### config.mk
export PLATFORM = sky130hd
export DESIGN_NAME = rsl_out_stage
export DESIGN_NICKNAME = d
export VERILOG_FILES = /design/src/rtl/rsl_pkg.sv /design/src/rtl/rsl_rst_sync.sv /design/src/rtl/rsl_bank.sv /design/src/rtl/rsl_window.sv /design/src/rtl/rsl_clamp.sv /design/src/rtl/rsl_out_stage.sv
export SDC_FILE = /design/constraint.sdc
export NUM_CORES = 2
export LEC_CHECK = 0
export BUFFER_PORTS_ARGS = -buffer_cell sky130_fd_sc_hd__buf_4
export CAP_MARGIN = 40
export CORE_ASPECT_RATIO = 1.75
export CORE_MARGIN = 3
export CORE_UTILIZATION = 45
export CTS_BUF_LIST = sky130_fd_sc_hd__clkbuf_8
export DETAILED_ROUTE_END_ITERATION = 8
export SYNTH_ARGS = -nofsm -noshare
export SYNTH_HDL_FRONTEND = slang
export SYNTH_SLANG_ARGS = --single-unit
### constraint.sdc
create_clock -name clk -period 32.2 [get_ports clk]
set_input_delay 6.44 -clock clk [delete_from_list [all_inputs] [get_ports clk]]
set_output_delay 6.44 -clock clk [all_outputs]
set_load 0.01 [all_outputs]
### src/rtl/rsl_pkg.sv
package rsl_pkg;
  typedef enum logic [1:0] {
    WK_ROUND  = 2'd0,
    WK_WINDOW = 2'd1,
    WK_BOUNDS = 2'd2,
    WK_NONE   = 2'd3
  } wr_kind_e;
endpackage

### src/rtl/rsl_rst_sync.sv
module rsl_rst_sync #(
  parameter int STAGES = 2
) (
  input  logic clk,
  input  logic rst_n,
  output logic rst_sync_n
);
  logic [STAGES-1:0] chain_q;
  logic [STAGES-1:0] chain_d;

  always_comb chain_d = {chain_q[STAGES-2:0], 1'b1};

  always_ff @(posedge clk or negedge rst_n) begin
    if (!rst_n) chain_q <= '0;
    else        chain_q <= chain_d;
  end

  assign rst_sync_n = chain_q[STAGES-1];
endmodule

### src/rtl/rsl_bank.sv
module rsl_bank #(
  parameter int PROF_N = 16,
  parameter int DATA_W = 32,
  localparam int IDX_W = $clog2(PROF_N)
) (
  input  logic              clk,
  input  logic              rst_n,
  input  logic              we,
  input  logic [IDX_W-1:0]  widx,
  input  logic [DATA_W-1:0] wdata,
  input  logic [IDX_W-1:0]  ridx,
  output logic [DATA_W-1:0] rdata
);
  logic [DATA_W-1:0] mem_q [PROF_N];
  logic [PROF_N-1:0] entry_we;

  always_comb begin
    for (int i = 0; i < PROF_N; i++) entry_we[i] = we && (widx == IDX_W'(i));
  end

  always_ff @(posedge clk or negedge rst_n) begin
    if (!rst_n) begin
      for (int i = 0; i < PROF_N; i++) mem_q[i] <= '0;
    end else begin
      for (int i = 0; i < PROF_N; i++) if (entry_we[i]) mem_q[i] <= wdata;
    end
  end

  assign rdata = mem_q[ridx];

  // a strobed write is visible in the addressed entry after the edge
  assert_write_lands_R10: assert property (@(posedge clk) disable iff (!rst_n)
    we |=> mem_q[$past(widx)] == $past(wdata));
endmodule

### src/rtl/rsl_window.sv
module rsl_window #(
  parameter int SUM_W = 32,
  parameter int OUT_W = 16,
  parameter int SEL_W = 5,
  localparam int MAX_SHIFT = SUM_W - OUT_W,
  localparam int SH_W = $clog2(MAX_SHIFT + 1)
) (
  input  logic [SUM_W-1:0] sum_i,
  input  logic [SUM_W-1:0] round_i,
  input  logic [SEL_W-1:0] sel_i,
  output logic [OUT_W-1:0] win_o
);
  logic [SUM_W-1:0] rounded;
  logic [SH_W-1:0]  shamt;
  logic [OUT_W-1:0] cand [MAX_SHIFT+1];

  always_comb rounded = sum_i + round_i;

  always_comb begin
    if (sel_i > SEL_W'(MAX_SHIFT)) shamt = SH_W'(MAX_SHIFT);
    else                           shamt = SH_W'(sel_i);
  end

  for (genvar s = 0; s <= MAX_SHIFT; s++) begin : g_cand
    assign cand[s] = rounded[s+OUT_W-1:s];
  end

  assign win_o = cand[shamt];
endmodule

### src/rtl/rsl_clamp.sv
module rsl_clamp #(
  parameter int OUT_W = 16
) (
  input  logic             en_i,
  input  logic [OUT_W-1:0] win_i,
  input  logic [OUT_W-1:0] lo_i,
  input  logic [OUT_W-1:0] hi_i,
  output logic [OUT_W-1:0] out_o
);
  logic below, above;

  always_comb begin
    below = $signed(win_i) < $signed(lo_i);
    above = $signed(win_i) > $signed(hi_i);
    if (en_i && below)      out_o = lo_i;
    else if (en_i && above) out_o = hi_i;
    else                    out_o = win_i;
  end
endmodule

### src/rtl/rsl_out_stage.sv
module rsl_out_stage #(
  parameter int SUM_W  = 32,
  parameter int OUT_W  = 16,
  parameter int PROF_N = 16,
  parameter int SEL_W  = 5,
  localparam int IDX_W = $clog2(PROF_N),
  localparam int MAX_SHIFT = SUM_W - OUT_W
) (
  input  logic             clk,
  input  logic             rst_n,
  input  logic [SUM_W-1:0] sum_i,
  input  logic [IDX_W-1:0] prof_i,
  input  logic             lim_en_i,
  input  logic             wr_en,
  input  logic [1:0]       wr_kind,
  input  logic [IDX_W-1:0] wr_idx,
  input  logic [SUM_W-1:0] wr_data,
  output logic [OUT_W-1:0] dout_o
);
  import rsl_pkg::*;

  logic rst_sync_n;
  rsl_rst_sync #(.STAGES(2)) u_rst (.clk(clk), .rst_n(rst_n), .rst_sync_n(rst_sync_n));

  // Write decode
  logic we_round, we_win, we_bnd;
  always_comb begin
    we_round = wr_en && (wr_kind == WK_ROUND);
    we_win   = wr_en && (wr_kind == WK_WINDOW);
    we_bnd   = wr_en && (wr_kind == WK_BOUNDS);
  end

  // Stage 1: capture sum, profile and clamp enable together
  logic [SUM_W-1:0] sum_q, sum_d;
  logic [IDX_W-1:0] prof_q, prof_d;
  logic             lim_q, lim_d;

  always_comb begin
    sum_d  = sum_i;
    prof_d = prof_i;
    lim_d  = lim_en_i;
  end

  always_ff @(posedge clk or negedge rst_sync_n) begin
    if (!rst_sync_n) begin
      sum_q  <= '0;
      prof_q <= '0;
      lim_q  <= 1'b0;
    end else begin
      sum_q  <= sum_d;
      prof_q <= prof_d;
      lim_q  <= lim_d;
    end
  end

  // Profile banks, read with the captured profile number
  logic [SUM_W-1:0] round_rd, bnd_rd;
  logic [SEL_W-1:0] sel_rd;

  rsl_bank #(.PROF_N(PROF_N), .DATA_W(SUM_W)) u_round (
    .clk(clk), .rst_n(rst_sync_n), .we(we_round), .widx(wr_idx),
    .wdata(wr_data), .ridx(prof_q), .rdata(round_rd));

  rsl_bank #(.PROF_N(PROF_N), .DATA_W(SEL_W)) u_win (
    .clk(clk), .rst_n(rst_sync_n), .we(we_win), .widx(wr_idx),
    .wdata(wr_data[SEL_W-1:0]), .ridx(prof_q), .rdata(sel_rd));

  rsl_bank #(.PROF_N(PROF_N), .DATA_W(SUM_W)) u_bnd (
    .clk(clk), .rst_n(rst_sync_n), .we(we_bnd), .widx(wr_idx),
    .wdata(wr_data), .ridx(prof_q), .rdata(bnd_rd));

  logic [OUT_W-1:0] lim_lo, lim_hi;
  assign lim_lo = bnd_rd[OUT_W-1:0];
  assign lim_hi = bnd_rd[2*OUT_W-1:OUT_W];

  // Stage 2 datapath
  logic [OUT_W-1:0] win, clamped;

  rsl_window #(.SUM_W(SUM_W), .OUT_W(OUT_W), .SEL_W(SEL_W)) u_window (
    .sum_i(sum_q), .round_i(round_rd), .sel_i(sel_rd), .win_o(win));

  rsl_clamp #(.OUT_W(OUT_W)) u_clamp (
    .en_i(lim_q), .win_i(win), .lo_i(lim_lo), .hi_i(lim_hi), .out_o(clamped));

  logic [OUT_W-1:0] dout_q, dout_d;
  always_comb dout_d = clamped;

  always_ff @(posedge clk or negedge rst_sync_n) begin
    if (!rst_sync_n) dout_q <= '0;
    else             dout_q <= dout_d;
  end

  assign dout_o = dout_q;

  // with clamping on and an ordered bound pair the output lies inside it
  assert_clamp_inside_R6: assert property (@(posedge clk) disable iff (!rst_sync_n)
    (lim_q && ($signed(lim_lo) <= $signed(lim_hi))) |=>
      (($signed(dout_o) >= $signed($past(lim_lo))) && ($signed(dout_o) <= $signed($past(lim_hi)))));

  // with clamping off the window reaches the output untouched
  assert_passthru_R7: assert property (@(posedge clk) disable iff (!rst_sync_n)
    !lim_q |=> dout_o == $past(win));

  // positions at or above the top give the upper half of the rounded sum
  assert_sel_saturate_R5: assert property (@(posedge clk) disable iff (!rst_sync_n)
    (sel_rd >= SEL_W'(MAX_SHIFT)) |-> win == OUT_W'((sum_q + round_rd) >> MAX_SHIFT));

  // zero offset and position 0 put the captured low bits on the output next cycle
  assert_plain_path_R2: assert property (@(posedge clk) disable iff (!rst_sync_n)
    (!lim_q && round_rd == '0 && sel_rd == '0) |=> dout_o == $past(sum_q[OUT_W-1:0]));
endmodule

==> out/qor.tcl <==
set qor(post-cts-setup-buffer-count) 0
set qor(global_route.overflow_total) 0
set qor(crit_slowest_cell) {sky130_fd_sc_hd__dfrtp_4}
set qor(number_of_h_tree_levels) 4
set qor(power.ir.vdd_worst_mv) 0.03090
set qor(seq_area_frac_synth_pct) 52.25
set qor(syn-cell-area_um2) 55510
set qor(clkSlewWorstSetupHoldPaths_ps) 70
set qor(port_buffers) 93
set qor(postSynthNetCount) 3846
set qor(cts_root_buffer) {sky130_fd_sc_hd__clkbuf_8}
set qor(setup.worst_path.end_class) {flop}
set qor(worstPathMaxFanout) 55
set qor(global_route.usage.total_pct) 24.13
set qor(worstSetupStartpointType) {flop}
set qor(result_of_the_run) {completed}
set qor(synth.distinct_cells) 81
set qor(fp-row-count) 169
set qor(path_buf_inv) 3
set qor(post-route-drc-count) 0
set qor(postSynthRegisterBits) 1159
set qor(final-max-slew-violation-count) 0
set qor(layout-drive-gt1-share_pct) 50.05
set qor(synth-main-ff-cell) {sky130_fd_sc_hd__dfrtp_1}
set qor(synth_edf_count) 0
set qor(worst_skew_pair.late_latency_ps) 880
set qor(cpLargestDelayFamily) {compound AO/OA/AOI/OAI gates}
set qor(max_slew.worst_pin.slew_ps) 927.1
set qor(initialDrtViolationCount) 2094
set qor(floorplan.die.width_um) 271.5
set qor(path_common_cell) {sky130_fd_sc_hd__a21oi_1}
set qor(finish.net_count) 3879
set qor(detail_route.first_pass.iterations) 5
set qor(start_util_pct) 45.57
set qor(hp-class) {reg -> reg}
set qor(post_cts_resized) 0
set qor(fp.dieH_um) 470.6
set qor(wire_length_of_the_first_global_routing_pass_mm) 229.8
set qor(timing.final.setup_violations) 0
set qor(rsz_0062_raised_after_global_routing) {no}
set qor(slew-limit-headroom_pct) 37.41
set qor(synth_cells) 3706
set qor(gp_routability_congestion) 0.9077
set qor(wl_per_cell_um) 27.60
set qor(first_global_vias) 35390
set qor(postRouteAntennaNets) 0
set qor(path_class) {reg -> reg}
set qor(cts_tree) {done}
set qor(vias) 32880
set qor(synth-async-reset-ratio_pct) 100.0
set qor(dp_hpwl_mm) 89.69
set qor(final.hold.worst_slack_ps) 351.5
set qor(routed_wl_mm) 151.6
set qor(die_outline_area_um2) 127800
set qor(fin_crit_sh_pct) 31.93
set qor(worst_clock_skew_ps) 38.61
set qor(avgSynthCellArea_um2) 14.98
set qor(final_period_minus_worst_setup_slack_ps) 10280
set qor(final-hold-violation-count) 0
set qor(cp_slowest_stage_delay_ps) 860
set qor(cts.hold.buffers_added) 0
set qor(design.portCount) 94
set qor(tritoncts_num_sinks) 1159
set qor(yosysWarnings) 0
set qor(antenna_found_initial) 6
set qor(worst_ep_required_time_ps) 32970
set qor(drt-vias-per-instance) 5.984
set qor(core_area_um2) 121800
set qor(power_leakage_nw) 28.43
set qor(ctsLongestPathBuffers) 3
set qor(setup_tns_ps) 0
set qor(critPathArrivalTime_ps) 11050
set qor(cts_buffers) 174
set qor(drv.max_cap_violation_count) 0
set qor(area_delta_synth_final_pct) 10.60
set qor(grt_max_degree) 151
set qor(power-per-cell-area_nw_per_um2) 61.89
set qor(fmax_ghz) 0.09725
-- logic make-up after synthesis --
logic type               Yosys count  synth area share [%]
multiplexers                    1498                 37.18
flip-flops                      1159                 52.25
buffers and inverters            355                 2.547
AND/OR/NAND/NOR                  335                 2.921
AO/OA/AOI/OAI                    284                 3.483
adder cells (fa/ha/maj)           63                 1.431
XOR/XNOR                          11                0.1736
other                              1              0.006756
-- where the power goes --
part           switching (mW)  internal [mW]  total, mW
logic                   0.426          0.422      0.848
clock network           0.581          0.609       1.19
registers               0.108           1.65       1.76
total                    1.11           2.68       3.80
-- cells in the final DEF, fill, tap and decap left out, types with 58 or more instances in the layout --
cell / synthesis / final
sky130_fd_sc_hd__inv_1: 33 / 100
sky130_fd_sc_hd__a21oi_1: 59 / 58
sky130_fd_sc_hd__buf_4: 2 / 161
sky130_fd_sc_hd__clkbuf_8: 0 / 208
sky130_fd_sc_hd__ha_1: 61 / 61
sky130_fd_sc_hd__nor2_1: 68 / 58
sky130_fd_sc_hd__mux4_2: 338 / 338
sky130_fd_sc_hd__dfrtp_1: 1159 / 1154
sky130_fd_sc_hd__mux2_2: 1114 / 1114
sky130_fd_sc_hd__nand2_1: 110 / 88
-- area by class of cell --
cell class / instances / area [µm²]
Clock buffer: 208 / 2863
Timing Repair Buffer: 178 / 1580
Tap cell: 1624 / 2032
Sequential cell: 1159 / 29020
Multi-Input combinational cell: 2192 / 25230
Inverter: 34 / 127.6
Fill cell: 10530 / 60410
Clock inverter: 97 / 530.5
Antenna cell: 2 / 5.005
-- stage by stage --
step / power [mW] / instance area (µm²) / std cells / worst slack [ps] / util [%]
after floorplan: 2.380 / 55510 / 3706 / 13410 / -
after global placement: 2.611 / 57670 / 5172 / 22250 / 47.35
after detailed placement: 2.637 / 57990 / 5187 / 22010 / 47.61
after CTS: 3.841 / 61390 / 5492 / 21970 / 50.40
after global routing: 3.999 / 61390 / 5494 / 21200 / 50.40
final: 3.799 / 61390 / 5494 / 21920 / 50.40
-- worst paths after layout --
path	startpoint	endpoint	slack, ps	cells after the start
worst max-delay path	prof_q[1]	dout_o[12]	21920	27
worst min-delay path	u_rst.chain_q[0]	u_rst.chain_q[1]	350	0
worst max register to register	prof_q[1]	dout_o[12]	21920	27
worst min register to register	u_rst.chain_q[0]	u_rst.chain_q[1]	350	0
max in group asynchronous	rst_n	u_rst.chain_q[1]	26780	1
min in group asynchronous	u_rst.chain_q[1]	u_round.mem_q[255]	400	0
-- state kept, by name, summed over array words and instances, names as in the netlist --
name / flops
u_win.mem_q: 80
lim_q: 1
u_rst.chain_q: 2
u_bnd.mem_q: 512
sum_q: 32
dout_o: 16
u_round.mem_q: 512
prof_q: 4
-- worst reg2reg max path: stages, from the launching register on --
cell and delay, ps:
sky130_fd_sc_hd__dfrtp_4 860, sky130_fd_sc_hd__buf_4 740, sky130_fd_sc_hd__buf_4 860, sky130_fd_sc_hd__mux4_2 420, sky130_fd_sc_hd__mux4_2 490, sky130_fd_sc_hd__ha_1 440, sky130_fd_sc_hd__a21oi_1 360, sky130_fd_sc_hd__o21ai_0 190
sky130_fd_sc_hd__a211oi_2 470, sky130_fd_sc_hd__nor3_1 130, sky130_fd_sc_hd__a211oi_1 640, sky130_fd_sc_hd__mux2i_1 180, sky130_fd_sc_hd__nor3_1 210, sky130_fd_sc_hd__nor4_1 90, sky130_fd_sc_hd__a311oi_1 490, sky130_fd_sc_hd__o21bai_1 220
sky130_fd_sc_hd__ha_1 280, sky130_fd_sc_hd__a21o_1 160, sky130_fd_sc_hd__a21oi_1 150, sky130_fd_sc_hd__nor2b_1 60, sky130_fd_sc_hd__o21ai_0 150, sky130_fd_sc_hd__a21oi_1 80, sky130_fd_sc_hd__or3b_2 440, sky130_fd_sc_hd__mux2i_1 640
sky130_fd_sc_hd__nor2_1 380, sky130_fd_sc_hd__inv_1 540, sky130_fd_sc_hd__a41oi_1 190, sky130_fd_sc_hd__mux2_1 310
-- metal layers --
layer	GRT usage, %	vias up	wire [µm]
met5	0	-	52
met4	9.178	8	5573
met3	3.782	272	6012
met2	40.82	730	76060
met1	31.37	17870	63950
li1	-	14000	-
-- synthesized netlist by cell type, types with 18 or more instances --
cell | n | area, µm²
sky130_fd_sc_hd__dfrtp_1 | 1159 | 29000
sky130_fd_sc_hd__mux2_2 | 1114 | 12540
sky130_fd_sc_hd__mux4_2 | 338 | 7612
sky130_fd_sc_hd__clkbuf_1 | 204 | 765.7
sky130_fd_sc_hd__nand2_1 | 110 | 412.9
sky130_fd_sc_hd__buf_1 | 81 | 304.0
sky130_fd_sc_hd__nor2_1 | 68 | 255.2
sky130_fd_sc_hd__ha_1 | 61 | 763.2
sky130_fd_sc_hd__a21oi_1 | 59 | 295.3
sky130_fd_sc_hd__o21ai_0 | 51 | 255.2
sky130_fd_sc_hd__mux2i_1 | 40 | 400.4
sky130_fd_sc_hd__nor3_1 | 37 | 185.2
sky130_fd_sc_hd__inv_1 | 33 | 123.9
sky130_fd_sc_hd__buf_2 | 29 | 145.1
sky130_fd_sc_hd__a211oi_1 | 27 | 202.7
sky130_fd_sc_hd__nand4_1 | 20 | 125.1
sky130_fd_sc_hd__nand3_1 | 19 | 95.09
sky130_fd_sc_hd__o211ai_1 | 18 | 135.1
No activity file was read; power rests on OpenSTA's default activity.
